**config.mk**
```make
export PLATFORM = sky130hd
export DESIGN_NAME = fpdram_ctl
export DESIGN_NICKNAME = d
export VERILOG_FILES = /design/src/rtl/fpdram_pkg.sv /design/src/rtl/fpdram_refresh.sv /design/src/rtl/fpdram_seq.sv /design/src/rtl/fpdram_ctl.sv
export SDC_FILE = /design/constraint.sdc
export NUM_CORES = 1
export LEC_CHECK = 0
export BUFFER_PORTS_ARGS = -buffer_cell sky130_fd_sc_hd__buf_4
export CELL_PAD_IN_SITES_DETAIL_PLACEMENT = 1
export CELL_PAD_IN_SITES_GLOBAL_PLACEMENT = 1
export CORE_ASPECT_RATIO = 1.75
export CORE_MARGIN = 5
export CORE_UTILIZATION = 40
export DETAILED_ROUTE_END_ITERATION = 10
export GPL_TIMING_DRIVEN = 0
export PLACE_DENSITY_LB_ADDON = 0.25
export SLEW_MARGIN = 0
export SYNTH_ARGS = -nofsm -noshare
export SYNTH_HDL_FRONTEND = slang
export SYNTH_SLANG_ARGS = --single-unit
```
**constraint.sdc**
```tcl
create_clock -name clk -period 3.2 [get_ports clk]
set_clock_uncertainty 0.15 [all_clocks]
set_input_delay 0.32 -clock clk [delete_from_list [all_inputs] [get_ports clk]]
set_output_delay 0.32 -clock clk [all_outputs]
set_load 0.05 [all_outputs]
```
**src/rtl/fpdram_pkg.sv**
```systemverilog
`timescale 1ns/1ps
package fpdram_pkg;
  localparam int DATA_W = 16;
  localparam int BE_W   = 2;

  typedef enum logic [2:0] {
    ST_CLOSED, ST_ACT, ST_COL, ST_OPEN, ST_PRE, ST_RCAS, ST_RRAS
  } seq_state_t;

  // Round a nanosecond figure up to whole clock cycles, never below one.
  function automatic int ns2cyc(int ns, int clk_ns);
    int c;
    c = (ns + clk_ns - 1) / clk_ns;
    return (c < 1) ? 1 : c;
  endfunction

  function automatic int max4(int a, int b, int c, int d);
    int m;
    m = (a > b) ? a : b;
    m = (m > c) ? m : c;
    return (m > d) ? m : d;
  endfunction
endpackage

```
**src/rtl/fpdram_refresh.sv**
```systemverilog
`timescale 1ns/1ps
module fpdram_refresh #(
  parameter int INTERVAL = 800,
  parameter int LIMIT    = 3
) (
  input  logic clk,
  input  logic rst_n,
  input  logic ref_ack,
  output logic ref_need,
  output logic ref_urgent
);
  localparam int TW = $clog2(INTERVAL);
  localparam int OW = $clog2(LIMIT + 2);

  logic [TW-1:0] tick_cnt;
  logic          tick;
  logic [OW-1:0] owed;

  assign tick = (tick_cnt == TW'(INTERVAL - 1));

  always_ff @(posedge clk or negedge rst_n) begin
    if (!rst_n) begin
      tick_cnt <= '0;
      owed     <= '0;
    end else begin
      tick_cnt <= tick ? '0 : tick_cnt + 1'b1;
      case ({tick, ref_ack})
        2'b10:   owed <= owed + 1'b1;
        2'b01:   owed <= owed - 1'b1;
        default: owed <= owed;
      endcase
    end
  end

  assign ref_need   = (owed != '0);
  assign ref_urgent = (owed >= OW'(LIMIT));

  assert_owed_cap_R8: assert property (@(posedge clk) disable iff (!rst_n)
    owed <= OW'(LIMIT));
  assert_ack_when_owed_R7: assert property (@(posedge clk) disable iff (!rst_n)
    ref_ack |-> ref_need);
endmodule

```
**src/rtl/fpdram_seq.sv**
```systemverilog
`timescale 1ns/1ps
module fpdram_seq
  import fpdram_pkg::*;
#(
  parameter int ROW_W   = 9,
  parameter int COL_W   = 9,
  parameter int RCD_CYC = 2,
  parameter int CAC_CYC = 1,
  parameter int RP_CYC  = 2,
  parameter int RAS_CYC = 3
) (
  input  logic                   clk,
  input  logic                   rst_n,
  input  logic                   req_valid,
  output logic                   req_ready,
  input  logic                   req_we,
  input  logic [BE_W-1:0]        req_be,
  input  logic [ROW_W+COL_W-1:0] req_addr,
  input  logic [DATA_W-1:0]      req_wdata,
  output logic                   rsp_valid,
  output logic [DATA_W-1:0]      rsp_rdata,
  input  logic                   ref_need,
  input  logic                   ref_urgent,
  output logic                   ref_ack,
  output logic [ROW_W-1:0]       dram_a,
  output logic                   dram_ras_n,
  output logic                   dram_lcas_n,
  output logic                   dram_ucas_n,
  output logic                   dram_we_n,
  output logic                   dram_oe_n,
  output logic [DATA_W-1:0]      dram_dq_out,
  output logic                   dram_dq_oe,
  input  logic [DATA_W-1:0]      dram_dq_in
);
  localparam int AW    = ROW_W + COL_W;
  localparam int CNT_W = $clog2(max4(RCD_CYC, CAC_CYC, RP_CYC, RAS_CYC) + 1);

  seq_state_t        state;
  logic [CNT_W-1:0]  cnt;
  logic [ROW_W-1:0]  open_row;
  logic [COL_W-1:0]  col_q;
  logic              we_q;
  logic [BE_W-1:0]   be_q;
  logic [DATA_W-1:0] wd_q;

  logic [ROW_W-1:0] req_row;
  logic [COL_W-1:0] req_col;
  logic null_wr, hit, ref_go, cas_phase;

  assign req_row = req_addr[AW-1:COL_W];
  assign req_col = req_addr[COL_W-1:0];
  assign null_wr = req_we && (req_be == '0);
  assign hit     = (req_row == open_row);
  assign ref_go  = ref_urgent || (ref_need && !req_valid);

  always_comb begin
    case (state)
      ST_CLOSED: req_ready = !ref_go;
      ST_OPEN:   req_ready = !ref_go && (null_wr || hit);
      default:   req_ready = 1'b0;
    endcase
  end

  always_ff @(posedge clk or negedge rst_n) begin
    if (!rst_n) begin
      state     <= ST_CLOSED;
      cnt       <= '0;
      open_row  <= '0;
      col_q     <= '0;
      we_q      <= 1'b0;
      be_q      <= '0;
      wd_q      <= '0;
      rsp_valid <= 1'b0;
      rsp_rdata <= '0;
    end else begin
      rsp_valid <= 1'b0;
      case (state)
        ST_CLOSED: begin
          cnt <= '0;
          if (ref_go) state <= ST_RCAS;
          else if (req_valid && !null_wr) begin
            state    <= ST_ACT;
            open_row <= req_row;
            col_q    <= req_col;
            we_q     <= req_we;
            be_q     <= req_be;
            wd_q     <= req_wdata;
          end
        end
        ST_ACT: begin
          if (cnt == CNT_W'(RCD_CYC - 1)) begin cnt <= '0; state <= ST_COL; end
          else cnt <= cnt + 1'b1;
        end
        ST_COL: begin
          if (cnt == CNT_W'(CAC_CYC)) begin
            cnt   <= '0;
            state <= ST_OPEN;
            if (!we_q) begin
              rsp_valid <= 1'b1;
              rsp_rdata <= dram_dq_in;
            end
          end else cnt <= cnt + 1'b1;
        end
        ST_OPEN: begin
          if (ref_go) state <= ST_PRE;
          else if (req_valid && !null_wr) begin
            if (hit) begin
              state <= ST_COL;
              col_q <= req_col;
              we_q  <= req_we;
              be_q  <= req_be;
              wd_q  <= req_wdata;
            end else state <= ST_PRE;
          end
        end
        ST_PRE: begin
          if (cnt == CNT_W'(RP_CYC - 1)) begin cnt <= '0; state <= ST_CLOSED; end
          else cnt <= cnt + 1'b1;
        end
        ST_RCAS: state <= ST_RRAS;
        ST_RRAS: begin
          if (cnt == CNT_W'(RAS_CYC - 1)) begin cnt <= '0; state <= ST_PRE; end
          else cnt <= cnt + 1'b1;
        end
        default: state <= ST_CLOSED;
      endcase
    end
  end

  // Column cycle: first cycle is address/write setup, CAS low afterwards.
  assign cas_phase   = (state == ST_COL) && (cnt != '0);
  assign ref_ack     = (state == ST_RCAS);
  assign dram_ras_n  = !(state inside {ST_ACT, ST_COL, ST_OPEN, ST_RRAS});
  assign dram_lcas_n = !((cas_phase && (!we_q || be_q[0])) || state inside {ST_RCAS, ST_RRAS});
  assign dram_ucas_n = !((cas_phase && (!we_q || be_q[1])) || state inside {ST_RCAS, ST_RRAS});
  assign dram_we_n   = !((state == ST_COL) && we_q);
  assign dram_oe_n   = !(cas_phase && !we_q);
  assign dram_dq_oe  = (state == ST_COL) && we_q;
  assign dram_dq_out = wd_q;
  assign dram_a      = (state == ST_COL) ? col_q : open_row;

  assert_oe_read_only_R5: assert property (@(posedge clk) disable iff (!rst_n)
    !dram_oe_n |-> dram_we_n);
  assert_early_write_R5: assert property (@(posedge clk) disable iff (!rst_n)
    (($fell(dram_lcas_n) || $fell(dram_ucas_n)) && !dram_we_n) |-> $past(!dram_we_n));
  assert_cbr_order_R7: assert property (@(posedge clk) disable iff (!rst_n)
    ($fell(dram_ras_n) && !dram_lcas_n) |-> $past(!dram_lcas_n && !dram_ucas_n));
  assert_hit_only_R3: assert property (@(posedge clk) disable iff (!rst_n)
    (req_valid && req_ready && !dram_ras_n && !null_wr) |-> (req_row == dram_a));
  assert_null_write_R4: assert property (@(posedge clk) disable iff (!rst_n)
    (req_valid && req_ready && null_wr) |=> (dram_lcas_n && dram_ucas_n));
  assert_rsp_pulse_R6: assert property (@(posedge clk) disable iff (!rst_n)
    rsp_valid |=> !rsp_valid);
endmodule

```
**src/rtl/fpdram_ctl.sv**
```systemverilog
`timescale 1ns/1ps
module fpdram_ctl
  import fpdram_pkg::*;
#(
  parameter int CLK_NS        = 20,
  parameter int RAC_NS        = 50,
  parameter int CAC_NS        = 13,
  parameter int RC_NS         = 90,
  parameter int REF_WINDOW_NS = 8_200_000,
  parameter int REF_ROWS      = 512,
  parameter int POSTPONE_MAX  = 3,
  parameter int ROW_W         = 9,
  parameter int COL_W         = 9
) (
  input  logic                   clk,
  input  logic                   rst_n,
  input  logic                   req_valid,
  output logic                   req_ready,
  input  logic                   req_we,
  input  logic [BE_W-1:0]        req_be,
  input  logic [ROW_W+COL_W-1:0] req_addr,
  input  logic [DATA_W-1:0]      req_wdata,
  output logic                   rsp_valid,
  output logic [DATA_W-1:0]      rsp_rdata,
  output logic [ROW_W-1:0]       dram_a,
  output logic                   dram_ras_n,
  output logic                   dram_lcas_n,
  output logic                   dram_ucas_n,
  output logic                   dram_we_n,
  output logic                   dram_oe_n,
  output logic [DATA_W-1:0]      dram_dq_out,
  output logic                   dram_dq_oe,
  input  logic [DATA_W-1:0]      dram_dq_in
);
  localparam int RCD_CYC  = ns2cyc(RAC_NS - CAC_NS, CLK_NS);
  localparam int CAC_CYC  = ns2cyc(CAC_NS, CLK_NS);
  localparam int RP_CYC   = ns2cyc(RC_NS - RAC_NS, CLK_NS);
  localparam int RAS_CYC  = ns2cyc(RAC_NS, CLK_NS);
  localparam int INTERVAL = REF_WINDOW_NS / REF_ROWS / CLK_NS;

  logic ref_need, ref_urgent, ref_ack;

  fpdram_refresh #(.INTERVAL(INTERVAL), .LIMIT(POSTPONE_MAX)) u_refresh (
    .clk(clk), .rst_n(rst_n), .ref_ack(ref_ack),
    .ref_need(ref_need), .ref_urgent(ref_urgent)
  );

  fpdram_seq #(
    .ROW_W(ROW_W), .COL_W(COL_W), .RCD_CYC(RCD_CYC),
    .CAC_CYC(CAC_CYC), .RP_CYC(RP_CYC), .RAS_CYC(RAS_CYC)
  ) u_seq (
    .clk(clk), .rst_n(rst_n),
    .req_valid(req_valid), .req_ready(req_ready), .req_we(req_we),
    .req_be(req_be), .req_addr(req_addr), .req_wdata(req_wdata),
    .rsp_valid(rsp_valid), .rsp_rdata(rsp_rdata),
    .ref_need(ref_need), .ref_urgent(ref_urgent), .ref_ack(ref_ack),
    .dram_a(dram_a), .dram_ras_n(dram_ras_n), .dram_lcas_n(dram_lcas_n),
    .dram_ucas_n(dram_ucas_n), .dram_we_n(dram_we_n), .dram_oe_n(dram_oe_n),
    .dram_dq_out(dram_dq_out), .dram_dq_oe(dram_dq_oe), .dram_dq_in(dram_dq_in)
  );
endmodule

```
==> results.ini <==
[sta]
slew_headroom_pct=38.4
tns_ns=0
fin_crit_ns=2.60
drv_slew=0
post-route-period-util_pct=81.3
setup_viol=0
fin_ws_ns=0.597
finalHoldViolations=30
max_freq_mhz=384
rsz0062_at_grt=no
holdWs_ns=-0.0245
tightest_slew_ns=0.924

[routing]
vias=2467
viasPerCell=4.89
drc=0
dr.pass1.iters=4
post_drt_wl_per_cell_um=17.0
antenna_left=0
wl_um=8550
drtIter0Drc=62

[layout]
n_antenna_cell=0
instances_no_fill=504
syn_to_final_growth_pct=35.6
nets=444
final_util_pct=55.6
fin_area_um2=4620
fillers=879
drive_gt1_share_pct=49.4

[placed_design]
dp_slack_ns=0.564
place_area_um2=4330
gp_congestion=0.784
dp_hpwl_um=6460
io_buffers=104
dp.cells=489

[yosys]
avgSynthCellArea_um2=12.6
yosys-top-cells-area=dfrtp_1 (53%), mux2_2 (14%), mux2_4 (8.8%)
synth_cell_types=38
yosys_warnings=0
ys_seq_elements=72
seq_area_frac_synth_pct=52.8
synth_area_um2=3410
syn_nets=329
synth_top_area_share_pct=52.8
synthCells=270
yosys_most_used_dff=dfrtp_1
synthArstFlopShare_pct=100
synth_top_area_cell=dfrtp_1
synth_edf_count=0

[worst_setup_path]
slowest_stage=dfrtp_1
cp-start-kind=flip-flop
slowest_delay_ns=0.41
endpoint_kind=flip-flop
required_ns=3.30
critical_path_peak_fanout=6
cp.arrival_ns=2.70
critical_path_class=flip-flop to flip-flop
worstSetupStartpoint=u_refresh.tick_cnt[0]$_DFF_PN0_
worstReg2RegStart=u_refresh.tick_cnt[0]$_DFF_PN0_
crit_chain=ha_1 > and4_1 > and3_1 > clkbuf_1 > inv_1 > ha_1 > inv_1 > fa_1 > xor2_1 > nor2_1 > xor2_1

[floorplan]
core_area_um2=8310
io_pins=105
fp.dieW_um=79.8
initial_core_util_pct=41.0
die_area_um2=10500
die_height_um=132
rows=44

[clock_network]
clkLatencyLatePin_ns=0.33
cts-resized-gates=0
clkSinkCount=72
cts-root-buf=clkbuf_16
post_cts_buffers=0
cts_made_buffers=9
holdBufCountCts=0
clkTransAtPathRegs_ns=0.05
cts-htree-levels=3
tritoncts=yes
clock_path_buffers=2

[job]
maxCapViolCount=0

[power_and_ir_drop]
finalPower_mw=5.43
peakVddDrop_mv=0.617
powerDensity_nw_per_um2=1170
leakage_nw=2.23

[status]
run_status=complete, but fails checks
violations=hold timing

[global_route]
grt_pass1_wl_um=14100
track_usage_pct=17.4
antenna_found_initial=0
first_global_vias=2793
grt_start_max_net_pins=73
overflow=0

[min_path]
hold_path.class=input port to asynchronous set/reset pin

## final timing paths
| check | to | slack, ns | cells past startpoint |
|---|---|---|---|
| setup / recovery | u_refresh.owed[2]$_DFFE_PN0P_ | 0.60 | 11 |
| hold / removal | u_seq.col_q[8]$_DFFE_PN0P_ | -0.02 | 1 |
| setup reg to reg | u_refresh.owed[2]$_DFFE_PN0P_ | 0.60 | 11 |
| hold reg to reg | u_refresh.tick_cnt[4]$_DFF_PN0_ | 0.34 | 1 |
| max in group asynchronous | u_seq.rsp_rdata[15]$_DFFE_PN0P_ | 2.32 | 1 |
| min in group clk | u_seq.col_q[5]$_DFFE_PN0P_ | 0.07 | 2 |
## layout by cell type (no fill, tap or decap), types with 2 or more instances in the layout
master	n
buf_4	104
dfrtp_1	72
mux2_2	43
nand2_1	20
mux2_4	20
nor2_1	19
xnor2_1	14
inv_1	9
clkbuf_16	9
nand2b_1	8
a21oi_1	8
nand3_1	7
o21ai_0	7
clkbuf_1	5
xor2_1	4
buf_2	3
nor3_1	3
clkinv_2	3
nand4_1	2
and3_1	2
a31oi_1	2
buf_6	2
mux2i_1	2
ha_1	2
## logic make-up (layout without fill, tap and decap cells)
logic type / Yosys count / count (layout) / share of synthesized area, %
AO/OA/AOI/OAI: 25 / 25 / 4.88
XOR/XNOR: 18 / 18 / 4.62
adder cells (fa/ha/maj): 3 / 3 / 1.32
buffers and inverters: 18 / 137 / 2.53
flip-flops: 72 / 72 / 52.8
multiplexers: 65 / 65 / 23.6
AND/OR/NAND/NOR: 69 / 69 / 10.2
## sequential cells by signal, indices dropped and copies added, names as in the netlist
name / flops
u_seq.cnt: 2
u_refresh.owed: 3
u_refresh.tick_cnt: 10
u_seq.dram_dq_out: 16
u_seq.state: 3
u_seq.rsp_valid: 1
u_seq.be_q: 2
u_seq.rsp_rdata: 16
u_seq.open_row: 9
u_seq.col_q: 9
u_seq.we_q: 1
## critical path: cells and delay by family, from the launching register on
family                   cells  cell delay (ns)
adder cells (fa/ha/maj)      3             0.79
AND/OR/NAND/NOR              3             0.57
flip-flops                   1             0.41
XOR/XNOR                     2             0.31
buffers and inverters        3             0.30
## power by group
group | internal (mW) | leakage (nW) | switching (mW)
logic | 1.09 | 1.21 | 1.83
registers | 1.29 | 0.884 | 0.243
clock network | 0.616 | 0.145 | 0.364
total | 2.99 | 2.23 | 2.43
## cells in the mapped netlist, types with 2 or more instances
master and count:
nand2_1 20, o21ai_0 7, mux2i_1 2, nand3_1 7, buf_6 2, a31oi_1 2
xnor2_1 14, nand4_1 2, clkbuf_1 4, nor3_1 3, a21oi_1 8, and3_1 2
mux2_2 43, dfrtp_1 72, inv_1 9, nor2_1 19, nand2b_1 8, mux2_4 20
ha_1 2, xor2_1 4, buf_2 3
## area by class of cell
cell class	instances	area [µm²]	area share, %
sequential	72	1800	39.0
multi-input combinational	180	1520	32.9
timing repair buffer	104	781	16.9
clock buffer	11	243	5.25
tap	115	144	3.11
buffer	9	52.6	1.14
clock inverter	4	45.0	0.975
inverter	9	33.8	0.731
## layer usage
| metal | vias to the layer above | global-route usage (%) | routed length, µm |
|---|---|---|---|
| met2 | 49 | 32.4 | 5000 |
| met4 | 0 | 7.33 | 199 |
| met5 | - | 0 | 0 |
| met3 | 13 | 3.28 | 272 |
| met1 | 1244 | 18.5 | 3080 |
| li1 | 1161 | - | - |
Power figures use the tool's default switching activity.
